File: config.mk
export PLATFORM = sky130hd
export DESIGN_NAME = xlat_walk
export DESIGN_NICKNAME = d
export VERILOG_FILES = /design/src/rtl/xlat_walk_pkg.sv /design/src/rtl/xlat_region_chk.sv /design/src/rtl/xlat_index_sel.sv /design/src/rtl/xlat_desc_dec.sv /design/src/rtl/xlat_leaf_form.sv /design/src/rtl/xlat_walk.sv
export SDC_FILE = /design/constraint.sdc
export NUM_CORES = 1
export LEC_CHECK = 0
export ABC_AREA = 1
export BUFFER_PORTS_ARGS = -buffer_cell sky130_fd_sc_hd__buf_2
export CORE_ASPECT_RATIO = 0.8
export CORE_UTILIZATION = 48
export DETAILED_ROUTE_END_ITERATION = 10
export GPL_ROUTABILITY_DRIVEN = 0
export PLACE_DENSITY_LB_ADDON = 0.05
export SLEW_MARGIN = 20
export SYNTH_ARGS = -nofsm -noshare
export SYNTH_HDL_FRONTEND = slang
export SYNTH_HIERARCHICAL = 1
export SYNTH_SLANG_ARGS = --single-unit
File: constraint.sdc
create_clock -name clk -period 2.52 [get_ports clk]
set_input_delay 0.378 -clock clk [delete_from_list [all_inputs] [get_ports clk]]
set_output_delay 0.378 -clock clk [all_outputs]
set_load 0.05 [all_outputs]
File: src/rtl/xlat_walk_pkg.sv
package xlat_walk_pkg;

   typedef enum logic [2:0] {
      FLT_NONE   = 3'd0,
      FLT_IRANGE = 3'd1,
      FLT_DRANGE = 3'd2,
      FLT_XLATE  = 3'd3,
      FLT_ACCESS = 3'd4
   } fault_e;

   typedef enum logic [1:0] {
      ST_IDLE,
      ST_ISSUE,
      ST_WAIT,
      ST_DONE
   } walk_st_e;

endpackage

File: src/rtl/xlat_region_chk.sv
module xlat_region_chk #(
   parameter int VADDR_W  = 64,
   parameter int REGION_W = 48
) (
   input  logic [VADDR_W-1:0] va,
   output logic               in_low,
   output logic               in_high,
   output logic               out_of_range
);
   localparam int TOP_W = VADDR_W - REGION_W;

   logic [TOP_W-1:0] top_bits;
   logic [REGION_W-1:0] unused_region;

   assign top_bits      = va[VADDR_W-1:REGION_W];
   assign unused_region = va[REGION_W-1:0];
   assign in_low        = ~|top_bits;
   assign in_high       = &top_bits;
   assign out_of_range  = ~(in_low | in_high);
endmodule

File: src/rtl/xlat_index_sel.sv
module xlat_index_sel #(
   parameter int LEVELS = 4,
   parameter int IDX_W  = 9,
   parameter int LVL_W  = 3
) (
   input  logic [IDX_W*LEVELS-1:0] va_idx,
   input  logic [LVL_W-1:0]        lvl,
   output logic [IDX_W-1:0]        idx
);
   logic [IDX_W-1:0] per_lvl [LEVELS];

   for (genvar g = 0; g < LEVELS; g++) begin : g_field
      assign per_lvl[g] = va_idx[(LEVELS-1-g)*IDX_W +: IDX_W];
   end

   always_comb begin
      idx = '0;
      for (int k = 0; k < LEVELS; k++) begin
         if (lvl == LVL_W'(k + 1)) idx = per_lvl[k];
      end
   end
endmodule

File: src/rtl/xlat_desc_dec.sv
module xlat_desc_dec
   import xlat_walk_pkg::*;
#(
   parameter int LEVELS      = 4,
   parameter int BLOCK_LEVEL = 2,
   parameter int LVL_W       = 3
) (
   input  logic [1:0]       typ,
   input  logic             af,
   input  logic [LVL_W-1:0] lvl,
   output logic             take_table,
   output logic             take_leaf,
   output fault_e           fault
);
   logic last_lvl;
   logic blk_here;
   logic leaf_cand;

   assign last_lvl = (lvl == LVL_W'(LEVELS));

   if (BLOCK_LEVEL == 0) begin : g_no_block
      assign blk_here = 1'b0;
   end else begin : g_block
      assign blk_here = (lvl == LVL_W'(BLOCK_LEVEL));
   end

   assign leaf_cand  = ((typ == 2'b11) && last_lvl) || ((typ == 2'b01) && blk_here);
   assign take_table = (typ == 2'b11) && !last_lvl;
   assign take_leaf  = leaf_cand && af;

   always_comb begin
      if (!typ[0])         fault = FLT_XLATE;
      else if (take_table) fault = FLT_NONE;
      else if (leaf_cand)  fault = af ? FLT_NONE : FLT_ACCESS;
      else                 fault = FLT_XLATE;
   end
endmodule

File: src/rtl/xlat_leaf_form.sv
module xlat_leaf_form #(
   parameter int LEVELS = 4,
   parameter int IDX_W  = 9,
   parameter int PG_W   = 12,
   parameter int PA_W   = 48,
   parameter int LVL_W  = 3
) (
   input  logic [PA_W-1:0]  desc_pa,
   input  logic [PA_W-1:0]  va_pa,
   input  logic [LVL_W-1:0] lvl,
   output logic [PA_W-1:0]  pa
);
   logic [PA_W-1:0] cand [LEVELS];

   for (genvar g = 0; g < LEVELS; g++) begin : g_lvl
      localparam int OFF = PG_W + IDX_W * (LEVELS - 1 - g);
      localparam logic [PA_W-1:0] KEEP = {PA_W{1'b1}} << OFF;
      assign cand[g] = (desc_pa & KEEP) | (va_pa & ~KEEP);
   end

   always_comb begin
      pa = '0;
      for (int k = 0; k < LEVELS; k++) begin
         if (lvl == LVL_W'(k + 1)) pa = cand[k];
      end
   end
endmodule

File: src/rtl/xlat_walk.sv
module xlat_walk
   import xlat_walk_pkg::*;
#(
   parameter int VADDR_W     = 64,
   parameter int PA_W        = 48,
   parameter int DESC_W      = 64,
   parameter int LEVELS      = 4,
   parameter int IDX_W       = 9,
   parameter int PG_W        = 12,
   parameter int BLOCK_LEVEL = 2,
   parameter int AF_BIT      = 10,
   localparam int LVL_W      = $clog2(LEVELS + 1)
) (
   input  logic               clk,
   input  logic               rst_n,
   input  logic               req_valid,
   output logic               req_ready,
   input  logic [VADDR_W-1:0] req_vaddr,
   input  logic               req_is_fetch,
   input  logic [PA_W-1:0]    root0_base,
   input  logic [PA_W-1:0]    root1_base,
   output logic               mem_req_valid,
   output logic [PA_W-1:0]    mem_req_addr,
   input  logic               mem_resp_valid,
   input  logic [DESC_W-1:0]  mem_resp_data,
   output logic               rsp_valid,
   output logic [PA_W-1:0]    rsp_paddr,
   output logic [2:0]         rsp_fault,
   output logic [LVL_W-1:0]   rsp_level
);
   localparam int REGION_W = PG_W + IDX_W * LEVELS;
   localparam int IDXV_W   = IDX_W * LEVELS;

   if (REGION_W >= VADDR_W) begin : g_bad_region
      $error("translated region must leave upper bits for the region check");
   end
   if (PA_W > REGION_W || PA_W <= PG_W + IDX_W * (LEVELS - 1)) begin : g_bad_pa
      $error("physical width out of range for this table layout");
   end
   if (DESC_W != 64 || PA_W >= DESC_W) begin : g_bad_desc
      $error("descriptors must be 8 bytes and wider than the physical address");
   end
   if (IDX_W + 3 > PG_W) begin : g_bad_idx
      $error("a table of descriptors must fit in one page");
   end
   if (BLOCK_LEVEL < 0 || BLOCK_LEVEL >= LEVELS) begin : g_bad_blk
      $error("block level must lie below the last level");
   end
   if (AF_BIT < 2 || AF_BIT >= PG_W) begin : g_bad_af
      $error("access flag must sit in the descriptor attribute bits");
   end

   walk_st_e            st;
   logic [REGION_W-1:0] va_q;
   logic [LVL_W-1:0]    lvl_q;
   logic [PA_W-1:0]     base_q;
   logic [PA_W-1:0]     rsp_pa_q;
   fault_e              rsp_flt_q;
   logic [LVL_W-1:0]    rsp_lvl_q;

   logic                rng_lo, rng_hi, rng_bad;
   logic [IDX_W-1:0]    cur_idx;
   logic                dec_table, dec_leaf;
   fault_e              dec_fault;
   logic [PA_W-1:0]     leaf_pa;
   logic [PA_W-1:0]     root0_aln, root1_aln;
   logic                unused_bits;

   assign unused_bits = ^{root0_base[PG_W-1:0], root1_base[PG_W-1:0],
                          mem_resp_data[DESC_W-1:PA_W]};
   assign root0_aln   = {root0_base[PA_W-1:PG_W], {PG_W{1'b0}}};
   assign root1_aln   = {root1_base[PA_W-1:PG_W], {PG_W{1'b0}}};

   xlat_region_chk #(
      .VADDR_W (VADDR_W),
      .REGION_W(REGION_W)
   ) u_region (
      .va          (req_vaddr),
      .in_low      (rng_lo),
      .in_high     (rng_hi),
      .out_of_range(rng_bad)
   );

   xlat_index_sel #(
      .LEVELS(LEVELS),
      .IDX_W (IDX_W),
      .LVL_W (LVL_W)
   ) u_index (
      .va_idx(va_q[REGION_W-1:PG_W]),
      .lvl   (lvl_q),
      .idx   (cur_idx)
   );

   xlat_desc_dec #(
      .LEVELS     (LEVELS),
      .BLOCK_LEVEL(BLOCK_LEVEL),
      .LVL_W      (LVL_W)
   ) u_decode (
      .typ       (mem_resp_data[1:0]),
      .af        (mem_resp_data[AF_BIT]),
      .lvl       (lvl_q),
      .take_table(dec_table),
      .take_leaf (dec_leaf),
      .fault     (dec_fault)
   );

   xlat_leaf_form #(
      .LEVELS(LEVELS),
      .IDX_W (IDX_W),
      .PG_W  (PG_W),
      .PA_W  (PA_W),
      .LVL_W (LVL_W)
   ) u_leaf (
      .desc_pa(mem_resp_data[PA_W-1:0]),
      .va_pa  (va_q[PA_W-1:0]),
      .lvl    (lvl_q),
      .pa     (leaf_pa)
   );

   always_ff @(posedge clk) begin
      if (!rst_n) begin
         st        <= ST_IDLE;
         va_q      <= '0;
         lvl_q     <= '0;
         base_q    <= '0;
         rsp_pa_q  <= '0;
         rsp_flt_q <= FLT_NONE;
         rsp_lvl_q <= '0;
      end else begin
         case (st)
            ST_IDLE: begin
               if (req_valid) begin
                  va_q <= req_vaddr[REGION_W-1:0];
                  if (rng_bad) begin
                     rsp_flt_q <= req_is_fetch ? FLT_IRANGE : FLT_DRANGE;
                     rsp_lvl_q <= '0;
                     rsp_pa_q  <= '0;
                     st        <= ST_DONE;
                  end else begin
                     base_q <= rng_hi ? root1_aln : root0_aln;
                     lvl_q  <= LVL_W'(1);
                     st     <= ST_ISSUE;
                  end
               end
            end
            ST_ISSUE: st <= ST_WAIT;
            ST_WAIT: begin
               if (mem_resp_valid) begin
                  if (dec_table) begin
                     base_q <= {mem_resp_data[PA_W-1:PG_W], {PG_W{1'b0}}};
                     lvl_q  <= lvl_q + LVL_W'(1);
                     st     <= ST_ISSUE;
                  end else begin
                     rsp_flt_q <= dec_fault;
                     rsp_lvl_q <= lvl_q;
                     rsp_pa_q  <= dec_leaf ? leaf_pa : '0;
                     st        <= ST_DONE;
                  end
               end
            end
            ST_DONE: st <= ST_IDLE;
            default: st <= ST_IDLE;
         endcase
      end
   end

   assign req_ready     = (st == ST_IDLE);
   assign mem_req_valid = (st == ST_ISSUE);
   assign mem_req_addr  = base_q | {{(PA_W-IDX_W-3){1'b0}}, cur_idx, 3'b000};
   assign rsp_valid     = (st == ST_DONE);
   assign rsp_paddr     = rsp_pa_q;
   assign rsp_fault     = rsp_flt_q;
   assign rsp_level     = rsp_lvl_q;

   // an out-of-range address answers next cycle without touching memory
   assert_range_no_read_R1: assert property (@(posedge clk) disable iff (!rst_n)
      (req_ready && req_valid && rng_bad) |=>
         (rsp_valid && !mem_req_valid && rsp_level == '0 &&
          rsp_fault == ($past(req_is_fetch) ? 3'(FLT_IRANGE) : 3'(FLT_DRANGE))));

   // first read lies in the root table chosen by the top address bits
   assert_root_pick_R2: assert property (@(posedge clk) disable iff (!rst_n)
      (req_ready && req_valid && !rng_bad) |=>
         (mem_req_valid && mem_req_addr[PA_W-1:PG_W] ==
          ($past(rng_hi) ? $past(root1_base[PA_W-1:PG_W]) : $past(root0_base[PA_W-1:PG_W]))));

   // descriptor reads are 8-byte aligned
   assert_read_aligned_R3: assert property (@(posedge clk) disable iff (!rst_n)
      mem_req_valid |-> (mem_req_addr[2:0] == 3'b000));

   // a table descriptor steers the next read into the table it names
   assert_table_step_R4: assert property (@(posedge clk) disable iff (!rst_n)
      (st == ST_WAIT && mem_resp_valid && dec_table) |=>
         (mem_req_valid && mem_req_addr[PA_W-1:PG_W] == $past(mem_resp_data[PA_W-1:PG_W])));

   // a successful walk keeps the page offset of the virtual address
   assert_offset_kept_R6: assert property (@(posedge clk) disable iff (!rst_n)
      (rsp_valid && rsp_fault == 3'(FLT_NONE)) |-> (rsp_paddr[PG_W-1:0] == va_q[PG_W-1:0]));

   // a translation fault always names a real table level
   assert_fault_level_R7: assert property (@(posedge clk) disable iff (!rst_n)
      (rsp_valid && rsp_fault == 3'(FLT_XLATE)) |->
         (rsp_level != '0 && rsp_level <= LVL_W'(LEVELS)));

   // at most one read in flight, single-cycle response, busy while answering
   assert_single_read_R10: assert property (@(posedge clk) disable iff (!rst_n)
      mem_req_valid |=> !mem_req_valid);
   assert_rsp_pulse_R10: assert property (@(posedge clk) disable iff (!rst_n)
      rsp_valid |=> !rsp_valid);
   assert_busy_refuse_R10: assert property (@(posedge clk) disable iff (!rst_n)
      (rsp_valid || mem_req_valid) |-> !req_ready);
endmodule

### Word-level counts from Yosys, hierarchy flattened

Index checks and enable logic that the tools add are counted.
W data, S select, Z words.

* flip-flop bits (word level): 155
* bits of input ports: 229

* add/subtract/negate cells: 1
* equality and inequality tests: 15
* mux-type cells: 44
* bitwise operators: 6
* reductions and logical operators: 15

Operators by type and width (count)
* $mux W48: 14
* $pmux W48 S2: 2
* $or A48 B12 Y48: 2
* $or A48 B21 Y48: 1
* $or A48 B30 Y48: 1
* $or A48 B39 Y48: 1
* $mux W3: 15
* $mux W9: 4
* $pmux W3 S2: 3
* $reduce_and A16 Y1: 1
* $reduce_or A16 Y1: 1
* $mux W2: 5
* $ne A2 B2 Y1 const B: 5
* $reduce_and A5 Y1: 2
* $pmux W2 S4: 1
* $eq A2 B2 Y1 const B: 3
* $eq A3 B2 Y1 const B: 2
* $eq A2 B1 Y1 const B: 2
* $logic_and A1 B1 Y1: 4
* $reduce_and A2 Y1: 2
* $add A3 B1 Y3 const B: 1
* $eq A3 B1 Y1 const B: 1
* $eq A3 B3 Y1 const B: 1
* $logic_not A1 Y1: 2
* 5 further kinds: 5

### Depth between registers and ports, before layout

Gate-level depths: netlist of the first run.

* word-level depth: 9
* gate-level depth with buffers: 15

### Cells and area by module

Netlist of the first run, hierarchy kept.

By module, submodules not included
* xlat_walk: times used 1, cells an instance 1007, area each 6601.3 µm², seq. area each 2862.7 µm²
* xlat_leaf_form: times used 1, cells an instance 142, area each 616.8 µm², seq. area each 0.0 µm²
* xlat_index_sel: times used 1, cells an instance 59, area each 360.3 µm², seq. area each 0.0 µm²
* xlat_region_chk: times used 1, cells an instance 38, area each 145.1 µm², seq. area each 0.0 µm²
* xlat_desc_dec: times used 1, cells an instance 14, area each 65.1 µm², seq. area each 0.0 µm²

### Worst setup path before layout of the first run

Ideal clock, no wire load.

* kind: register to register
* start point: register st[1]
* end point: register base_q[17]
* library setup time: 0.114 ns
* arrival time: 1.682 ns
* path slack: 0.724 ns
* stages on the path, launching flop included: 9
* period minus slack after synthesis: 1.796 ns
* path through: dfxtp_1 -> nor2_2 -> nand2_1 -> nand2_1 -> nor2_1 -> buf_4 -> buf_6 -> nor2_1 -> nor2_1

* cells in the longest elaborated chain, start to end: 3

Ends and longest elaborated chain
* start, declared: RTL line xlat_walk.sv:53 `walk_st_e st;`
* start signal, assigned: RTL line xlat_walk.sv:122 `st <= ST_IDLE;`
* start signal, assigned: RTL line xlat_walk.sv:138 `st <= ST_DONE;`
* start signal, assigned: RTL line xlat_walk.sv:142 `st <= ST_ISSUE;`
* $logic_not A2 Y1 (*)
* net req_ready: RTL line xlat_walk.sv:17 `output logic req_ready,`
* $ne A2 B1 Y1 (no line) (tied with other cells)
* $reduce_and A5 Y1 (no line)
* end signal, assigned: RTL line xlat_walk.sv:140 `base_q <= rng_hi ? root1_aln : root0_aln;`
* end signal, assigned: RTL line xlat_walk.sv:150 `base_q <= {mem_resp_data[PA_W-1:PG_W], {PG_W{1'b0}}};`
* end, declared: RTL line xlat_walk.sv:56 `logic [PA_W-1:0] base_q;`

The timed path passes the listed nets; every way through them passes the cells marked *.
A chain may end at the register's enable or synchronous reset.

### Worst setup path after layout of the first run

* start point: register lvl_q[1]
* end point: output mem_req_addr[11]

* cells in the longest elaborated chain, start to end: 6

Ends and longest elaborated chain
* start, declared: RTL line xlat_walk.sv:55 `logic [LVL_W-1:0] lvl_q;`
* start signal, assigned: RTL line xlat_walk.sv:151 `lvl_q <= lvl_q + LVL_W'(1);`
* $eq A3 B1 Y1: RTL line xlat_index_sel.sv:19 `if (lvl == LVL_W'(k + 1)) idx = per_lvl[k];`
* $mux W9 (3 in a row): RTL line xlat_index_sel.sv:19
* $mux W9 (*): RTL line xlat_index_sel.sv:19
* $or A48 B12 Y48 (*): RTL line xlat_walk.sv:169 `assign mem_req_addr = base_q | {{(PA_W-IDX_W-3){1'b0}}, cur_idx, 3'b000};`
* end, declared: RTL line xlat_walk.sv:23 `output logic [PA_W-1:0] mem_req_addr,`

Every way passes the cells marked *; elsewhere a longest branch is shown, timed or not.

==> results of run 1 <==
-- cells in the final DEF (no fill, tap or decap), types with 2 or more instances in the layout --
cell type,n
diode_2,2
inv_6,5
nand2_2,5
o21bai_1,3
clkbuf_16,17
buf_12,3
nor2_1,263
inv_4,2
clkinvlp_4,2
buf_4,21
conb_1,3
clkinv_4,2
or2_2,36
inv_2,7
a21oi_2,2
clkbuf_8,2
o21ai_1,2
a21oi_1,57
clkinv_2,3
inv_1,110
nand2_1,318
nand3_1,33
o21ai_0,119
nor2_2,3
nor2_4,3
buf_2,280
dfxtp_1,142
nand4_1,58
-- report_power, final --
group / total, µW / switching [µW] / internal (µW)
Combinational: 3070 / 2220 / 845
Clock: 2370 / 1040 / 1330
Sequential: 2810 / 208 / 2610
-- sequential cells by signal, summed over array words and instances (netlist names) --
name	count
base_q	36
rsp_paddr	48
rsp_fault	3
lvl_q	3
rsp_level	3
va_q	48
st	2
-- worst max path at each step --
stage | to | slack, ps | cells after the start
2_1_floorplan | base_q[17] | 720 | 8
3_3_place_gp | rsp_paddr[11] | 520 | 9
3_5_place_dp | rsp_paddr[12] | 490 | 9
4_1_cts | mem_req_addr[3] | 70 | 5
5_1_grt | mem_req_addr[11] | 130 | 6
6_report | mem_req_addr[11] | 270 | 6
-- repair_timing --
item                       4_1_cts  5_1_grt
gates resized for setup          0        3
setup endpoints to repair        0        3
hold endpoints to repair         0        0
-- worst max-delay path, stage by stage, from the launching register on --
cell and delay, ps:
dfxtp_1 430, buf_4 340, inv_2 150, nor2_1 110, nand2_1 50, nand4_1 90, buf_2 270
-- cell type report --
type                       count  area, µm²  share of cell area (%)
tap                          215        269                    2.74
timing repair buffer         304       1620                    16.5
antenna                        2       5.00                  0.0511
inverter                     120        455                    4.65
clock buffer                  19        453                    4.62
clock inverter                13        103                    1.05
multi-input combinational    912       4040                    41.2
sequential                   143       2860                    29.2
-- metal layers --
metal / vias up / GRT usage, % / part of all wire (%)
met1: 3748 / 34.6 / 45
li1: 4426 / - / -
met2: 293 / 46.1 / 45
met5: - / 0 / 0
met3: 36 / 6.32 / 8.1
met4: 0 / 11.8 / 2.3
-- per-stage QoR --
stage | hold slack [ps] | setup slack (ps) | utilization, % | std cells | instance area, µm²
after floorplan | 455 | 724 | - | 1261 | 7790
after global placement | 447 | 519 | 58.5 | 1694 | 9240
after detailed placement | 453 | 491 | 58.5 | 1694 | 9240
after CTS | 192 | 71.1 | 62.0 | 1726 | 9790
after global routing | 201 | 126 | 62.0 | 1726 | 9800
final | 202 | 274 | 62.0 | 1728 | 9800
==> flow_summary_export.csv, run 1 <==
group,metric,value,unit
status,status,"complete, no violations",
cts,cts.sinks,143,
finish,drive_above_1_share,26.3,%
floorplanning,ios,334,
cts,h-tree-depth,4,
timing,worst_slew_pin_slew,663,ps
critical_path,required,2140,ps
cts,post_cts_buffers,0,
placement,place_hpwl,16500,µm
min_path,hold_class,"in -> reg",
critical_path,r2r_start,"lvl_q[2]",
floorplanning,coreArea,15800,µm²
critical_path,startpoint_type,"flip-flop",
floorplanning,die_h,116,µm
critical_path,crit_fanout,25,
pwr,p_leak,0.00486,µW
pwr,ir_drop,0.623,mV
synthesis,syn_inst,1259,
detailed_routing,dr.pass1.iters,5,
synthesis,avgSynthCellArea,6.18,µm²
synthesis,mappedNetlistArea,7780,µm²
min_path,min_to,"va_q[20]",
timing,skew,9.16,ps
critical_path,r2r-end,"rsp_paddr[12]",
timing,slew_headroom,55.7,%
timing,period_share,89.1,%
detailed_routing,ant_nets,0,
global_route,antenna_found_initial,1,
floorplanning,dieArea,16700,µm²
cts,hold_buffers,0,
global_route,grt_max_degree,111,
floorplanning,start_util,49.3,%
min_path,hold_depth,3,
min_path,hold_start,"req_vaddr[20]",
run,maxCapViolCount,0,
cts,clk_pin_slew,60,ps
floorplanning,die_w,144,µm
pwr,powerDensity,842,nW/µm²
finish,nets,1728,
timing,setup_viol_count_final,0,
critical_path,critPathArrivalTime,1870,ps
finish,areaGrowthSynthToFinish,25.9,%
critical_path,r2r_cells,8,
detailed_routing,wl_per_cell,13.2,µm
cts,tritoncts,"built",
cts,cts_made_buffers,17,
floorplanning,rows,41,
detailed_routing,viasPerCell,4.92,
critical_path,cp-end-kind,"output pin",
global_route,overflow,0,
cts,cts-root-buf,"clkbuf_16",
timing,fin_crit,2250,ps
detailed_routing,drt_iter0_drc,549,
timing,rsz0062_at_grt,"no",
critical_path,r2r_setup_slack,530,ps
critical_path,startpoint,"lvl_q[1]",
pwr,finalPower,8250,µW
timing,fmax,445,MHz
timing,hold_viol_final,0,
detailed_routing,drt_wl_total,22800,µm
finish,fillers,1631,
cts,clock_latency,420,ps
timing,final.setup.tns,0,ps
timing,maxSlewViolCount,0,
placement,io_buffer_count,281,
global_route,grt_usage,27.7,%
detailed_routing,num_vias,8503,
cts,clock_path_buffers,2,
global_route,grt_first_pass_wirelength,35700,µm
global_route,grt_pass1_vias,7471,
detailed_routing,drc,0,
synthesis,ys_warn_count,6,
critical_path,worstSetupPathType,"reg -> out",
Note: power is estimated with default switching activity, not from simulation.
==> inputs of run 2 (changes only) <==
==> constraint.sdc (replaced) <==
create_clock -name clk -period 2.3 [get_ports clk]
set_input_delay 0.345 -clock clk [delete_from_list [all_inputs] [get_ports clk]]
set_output_delay 0.345 -clock clk [all_outputs]
set_load 0.05 [all_outputs]
==> run 2 against run 1 <==
Net effect: design area rose by 1.3%; sequential power rose by 9.6%; routed wire length rose by 2.1%; setup slack got worse by 200 ps; total power rose by 15%; worst hold slack got worse by 35 ps; combinational power rose by 11%; largest power group unchanged; register-to-register slack got worse by 110 ps; clock power rose by 28%; die area did not move; critical path depth fell by 2; global-route usage rose by 0.47 points.
==> flow_summary_export.csv, run 2 (synthesized netlist as in run 1, its figures left out) <==
group,metric,value,unit
finish,drive_above_1_share,26.3,%
timing,rsz0062_at_grt,"no",
finish,layout_common_cells,"nand2_1, buf_2, nor2_1",
run,maxCapViolCount,0,
global_route,grt_usage,28.2,%
cts,cts-root-buf,"clkbuf_16",
timing,hold_viol_final,0,
pwr,finalPower,9530,µW
critical_path,r2r-end,"rsp_paddr[25]",
timing,worst_slew_pin_slew,510,ps
finish,areaGrowthSynthToFinish,27.6,%
critical_path,cpPeakStageDelay,410,ps
timing,period_share,96.8,%
timing,slew_headroom,66.0,%
critical_path,critPathArrivalTime,1880,ps
detailed_routing,drt_iter0_drc,571,
critical_path,crit_fanout,26,
pwr,p_leak,0.00490,µW
timing,hold_slack,166,ps
timing,fmax,449,MHz
critical_path,r2r_cells,9,
pwr,powerDensity,959,nW/µm²
placement,io_buffer_count,281,
cts,cts_made_buffers,17,
timing,setup_viol_count_final,0,
critical_path,cp-end-kind,"output pin",
floorplanning,coreArea,15800,µm²
finish,utilization,62.9,%
critical_path,r2r_setup_slack,420,ps
detailed_routing,dr.pass1.iters,6,
cts,clock_latency,430,ps
floorplanning,die_w,144,µm
detailed_routing,drt_wl_total,23300,µm
min_path,hold_start,"req_vaddr[18]",
floorplanning,rows,41,
global_route,grt_max_degree,73,
detailed_routing,num_vias,8461,
cts,hold_buffers,0,
min_path,min_to,"va_q[18]",
floorplanning,die_h,116,µm
min_path,hold_depth,3,
detailed_routing,ant_nets,0,
pwr,ir_drop,0.581,mV
critical_path,worstSetupPathType,"reg -> out",
cts,cts_resized,0,
critical_path,startpoint,"lvl_q[2]",
status,status,"complete, no violations",
finish,nets,1730,
critical_path,crit_chain,"inv_2 -> nand4_1 -> nand4_1 -> buf_2",
global_route,grt_first_pass_wirelength,36600,µm
floorplanning,start_util,49.3,%
global_route,antenna_found_initial,1,
cts,tritoncts,"built",
finish,final_common_cell,"nand2_1",
cts,clk_pin_slew,60,ps
critical_path,required,1960,ps
placement,place_hpwl,16600,µm
timing,final.setup.tns,0,ps
detailed_routing,wl_per_cell,13.5,µm
floorplanning,dieArea,16700,µm²
global_route,grt_pass1_vias,7465,
cts,cts.sinks,143,
placement,dp_slack,271,ps
critical_path,cp_slowest_cell,"dfxtp_1",
critical_path,worst_path_most_repeated_cell,"nand4_1",
min_path,hold_class,"in -> reg",
critical_path,r2r_start,"lvl_q[1]",
detailed_routing,viasPerCell,4.89,
timing,setup_ws,74.3,ps
timing,maxSlewViolCount,0,
cts,h-tree-depth,4,
detailed_routing,drc,0,
cts,clock_path_buffers,2,
timing,fin_crit,2230,ps
critical_path,startpoint_type,"flip-flop",
timing,skew,15.7,ps
global_route,overflow,0,
cts,post_cts_buffers,0,
floorplanning,ios,334,
[run 2: changes by cell type in the layout (fill, tap and decap cells not counted), sizes merged]
cell / change
diode: -1
buf: +2
clkinvlp: +2
clkbuf: +2
inv: -3
clkinv: -5
bufinv: +4
[run 2: final cells by class]
cell class                      count  area, µm²
Fill cell                        1573       5870
Multi-Input combinational cell    912       4040
Sequential cell                   143       2860
Timing Repair Buffer              306       1660
Clock buffer                       21        470
Inverter                          120        453
Tap cell                          215        269
Clock inverter                     11        176
Antenna cell                        1       2.50
[run 2: metal layers]
layer,global-route usage (%),up-vias,wire (µm)
met1,36.3,3683,10500
met3,6.49,32,1790
met5,0,-,0
li1,-,4427,-
met2,47.1,319,10600
met4,8.14,0,390
[run 2: where the power goes]
group	switching, µW	internal, µW	total (µW)
Combinational	2450	956	3410
Sequential	224	2860	3080
Clock	1130	1910	3040
[run 2: worst max-delay path, delay by kind of cell, from the launching register on]
kind	cells	cell delay, ps
simple gates	2	400
flops	1	410
buf+inv	2	660
[run 2: worst max-delay path by stage]
stage / cells past startpoint / slack (ps) / endpoint
2_1_floorplan: 8 / 500 / base_q[17]
3_3_place_gp: 14 / 310 / base_q[17]
3_5_place_dp: 14 / 270 / base_q[17]
4_1_cts: 6 / 60 / mem_req_addr[3]
5_1_grt: 6 / 10 / mem_req_addr[11]
6_report: 4 / 70 / mem_req_addr[8]
[run 2: stage by stage]
| step | instances | cell area [µm²] |
|---|---|---|
| floorplan | 1261 | 7790 |
| global placement | 1696 | 9280 |
| detailed placement | 1696 | 9280 |
| CTS | 1728 | 9930 |
| global route | 1728 | 9930 |
| finish | 1729 | 9930 |
==> inputs of run 3 (changes only) <==
--- a/config.mk
+++ b/config.mk
@@ -12,8 +12,7 @@
 export DETAILED_ROUTE_END_ITERATION = 10
 export GPL_ROUTABILITY_DRIVEN = 0
 export PLACE_DENSITY_LB_ADDON = 0.05
-export SLEW_MARGIN = 20
+export SLEW_MARGIN = 25
 export SYNTH_ARGS = -nofsm -noshare
 export SYNTH_HDL_FRONTEND = slang
-export SYNTH_HIERARCHICAL = 1
 export SYNTH_SLANG_ARGS = --single-unit
==> run 3 against run 2 <==
Net effect: flip-flop and latch count did not move; via count rose by 0.26%; setup slack got worse by 2.0 ps; routed wire length rose by 1.7%; cell count rose by 2.6%; clock-buffer cell count fell by 4; maximum frequency barely moved; synthesized cell count rose by 3.3%; synthesized area fell by 0.98%; first-iteration DRC count fell by 13%; die area fell by 0.97%; non-clock buffer count rose by 6.
==> flow_summary_export.csv, run 3 <==
group,metric,value,unit
cts,hold_buffers,0,
global_route,met2_usage,48.4,%
synthesis,mappedNetlistArea,7710,µm²
floorplanning,dieArea,16600,µm²
timing,skew,7.53,ps
placement,placed_cell_area,9300,µm²
finish,nets,1780,
timing,hold_slack,173,ps
timing,fin_crit,2230,ps
min_path,hold_start,"req_vaddr[41]",
timing,hold_viol_final,0,
cts,cts-root-buf,"clkbuf_16",
global_route,grt_pass1_vias,7646,
detailed_routing,dr.pass1.iters,5,
pwr,powerDensity,1090,nW/µm²
placement,dp.cells,1737,
cts,cts_made_buffers,17,
pwr,p_leak,0.00549,µW
synthesis,ys_ff_latch,143,
timing,period_share,96.9,%
finish,areaGrowthSynthToFinish,30.3,%
timing,setup_viol_count_final,0,
floorplanning,start_util,48.9,%
cts,tritoncts,"built",
global_route,grt_max_degree,97,
critical_path,r2r_setup_slack,200,ps
global_route,overflow,0,
critical_path,crit_fanout,27,
synthesis,ys_seq_area_share,37.1,%
detailed_routing,drc,0,
min_path,hold_class,"in -> reg",
critical_path,startpoint_type,"flip-flop",
critical_path,r2r_start,"lvl_q[1]",
placement,place_hpwl,17300,µm
min_path,min_to,"va_q[41]",
cts,clock_latency,420,ps
min_path,hold_depth,3,
critical_path,worstSetupPathType,"reg -> out",
synthesis,async_flop_share,0,%
timing,maxSlewViolCount,0,
global_route,gr-usage-met3,7.71,%
global_route,grt_first_pass_wirelength,37000,µm
placement,io_buffer_count,281,
global_route,grt_usage,29.0,%
floorplanning,ios,334,
finish,final_common_cell,"nand2_1",
finish,final_area,10000,µm²
synthesis,syn_inst,1300,
synthesis,synth_area_leaders,"dfxtp_1, nand2_1, nor2_1",
floorplanning,coreArea,15700,µm²
detailed_routing,drt_iter0_drc,497,
synthesis,synth_top_area_share,37.1,%
global_route,grt-busiest-layer,"met2",
finish,fillers,1614,
finish,n_antenna_cell,0,
synthesis,yosys_most_used_dff,"dfxtp_1",
pwr,finalPower,10900,µW
critical_path,r2r_cells,14,
detailed_routing,drt_wl_total,23700,µm
detailed_routing,ant_nets,0,
synthesis,synth.top_cells.by_count,"nand2_1, nor2_1, inv_1",
floorplanning,rows,41,
critical_path,required,1960,ps
cts,clock_path_buffers,2,
global_route,grt_use_met1,35.7,%
cts,cts.sinks,143,
detailed_routing,viasPerCell,4.78,
run,maxCapViolCount,0,
synthesis,ys_types,23,
detailed_routing,num_vias,8483,
detailed_routing,wl_per_cell,13.4,µm
synthesis,yosysTopAreaCell,"dfxtp_1",
timing,final.setup.tns,0,ps
floorplanning,die_h,115,µm
global_route,antenna_found_initial,1,
synthesis,ys_warn_count,0,
finish,layout_common_cells,"nand2_1, buf_2, nor2_1",
synthesis,synth.most_common_cell,"nand2_1",
timing,fmax,449,MHz
critical_path,cp-end-kind,"output pin",
status,status,"complete, no violations",
critical_path,critPathArrivalTime,1880,ps
cts,clk_pin_slew,60,ps
finish,drive_above_1_share,24.4,%
synthesis,avgSynthCellArea,5.93,µm²
floorplanning,die_w,144,µm
critical_path,r2r-end,"rsp_paddr[22]",
finish,final_cell_count_no_fill,1774,
pwr,ir_drop,0.592,mV
cts,h-tree-depth,4,
synthesis,synth-edff-count,0,
==> run 3: worst max-delay path by stage <==
stage / start / to / depth (start not counted)
global route: lvl_q[1] / mem_req_addr[3] / 8
global placement: lvl_q[0] / rsp_paddr[35] / 12
finish: lvl_q[1] / mem_req_addr[4] / 8
detailed placement: lvl_q[1] / rsp_paddr[31] / 12
floorplan: lvl_q[1] / mem_req_addr[10] / 9
CTS: lvl_q[2] / mem_req_addr[8] / 8
==> run 3: per-stage QoR <==
| stage | setup WS (ps) | util (%) |
|---|---|---|
| 2_1_floorplan | 23.4 | - |
| 3_3_place_gp | 210 | 59.1 |
| 3_5_place_dp | 156 | 59.1 |
| 4_1_cts | 2.35 | 63.3 |
| 5_1_grt | -35.2 | 63.8 |
| 6_report | 72.2 | 63.8 |
==> run 3: kinds of logic (layout without fill, tap and decap cells) <==
group / count (synthesis) / count (layout) / synth area share (%)
DFF: 143 / 143 / 37.1
AOI/OAI and AO/OA: 154 / 154 / 10.0
and+or+nand+nor: 758 / 758 / 39.3
other: 1 / 3 / 0.0486
adders and majority gates: 5 / 5 / 0.812
buffers and inverters: 239 / 496 / 12.7
==> run 3: worst max-delay path, cell delays in order, from the launching register on <==
cell,delay (ps)
dfxtp_4,360
inv_2,70
ha_1,180
nand2_2,120
buf_12,180
nand3_1,60
o21ai_0,100
a21oi_2,190
buf_6,190
==> run 3: timing repair <==
action                                  4_1_cts  5_1_grt
endpoints found under the setup margin        9       39
gates cloned                                  0        0
pin swaps                                     1        3
gates resized for setup                      25       21
buffers inserted                              1        4
==> run 3: final cells by class <==
class                      instances  area (µm²)  share of cell area [%]
inverter                         152         577                    5.74
sequential                       143        2870                    28.6
clock buffer                      17         425                    4.24
tap                              215         269                    2.68
multi-input combinational        920        3950                    39.4
timing repair buffer             312        1800                    17.9
clock inverter                    15         149                    1.48
==> run 3: power breakdown <==
part | total [µW] | switching (µW) | leakage (µW) | internal, µW
clock | 2700 | 1180 | 0.000272 | 1520
sequential | 3290 | 285 | 0.00118 | 3000
combinational | 4930 | 3530 | 0.00404 | 1400
total | 10900 | 4990 | 0.00549 | 5930
==> run 3: routing by layer <==
layer  part of all wire, %  vias to the layer above  wire length, µm
met3                   7.9                       44             1880
met4                   2.5                        2              588
li1                      -                     4465                -
met5                 0.059                        -               14
met1                    44                     3672            10500
met2                    45                      300            10700
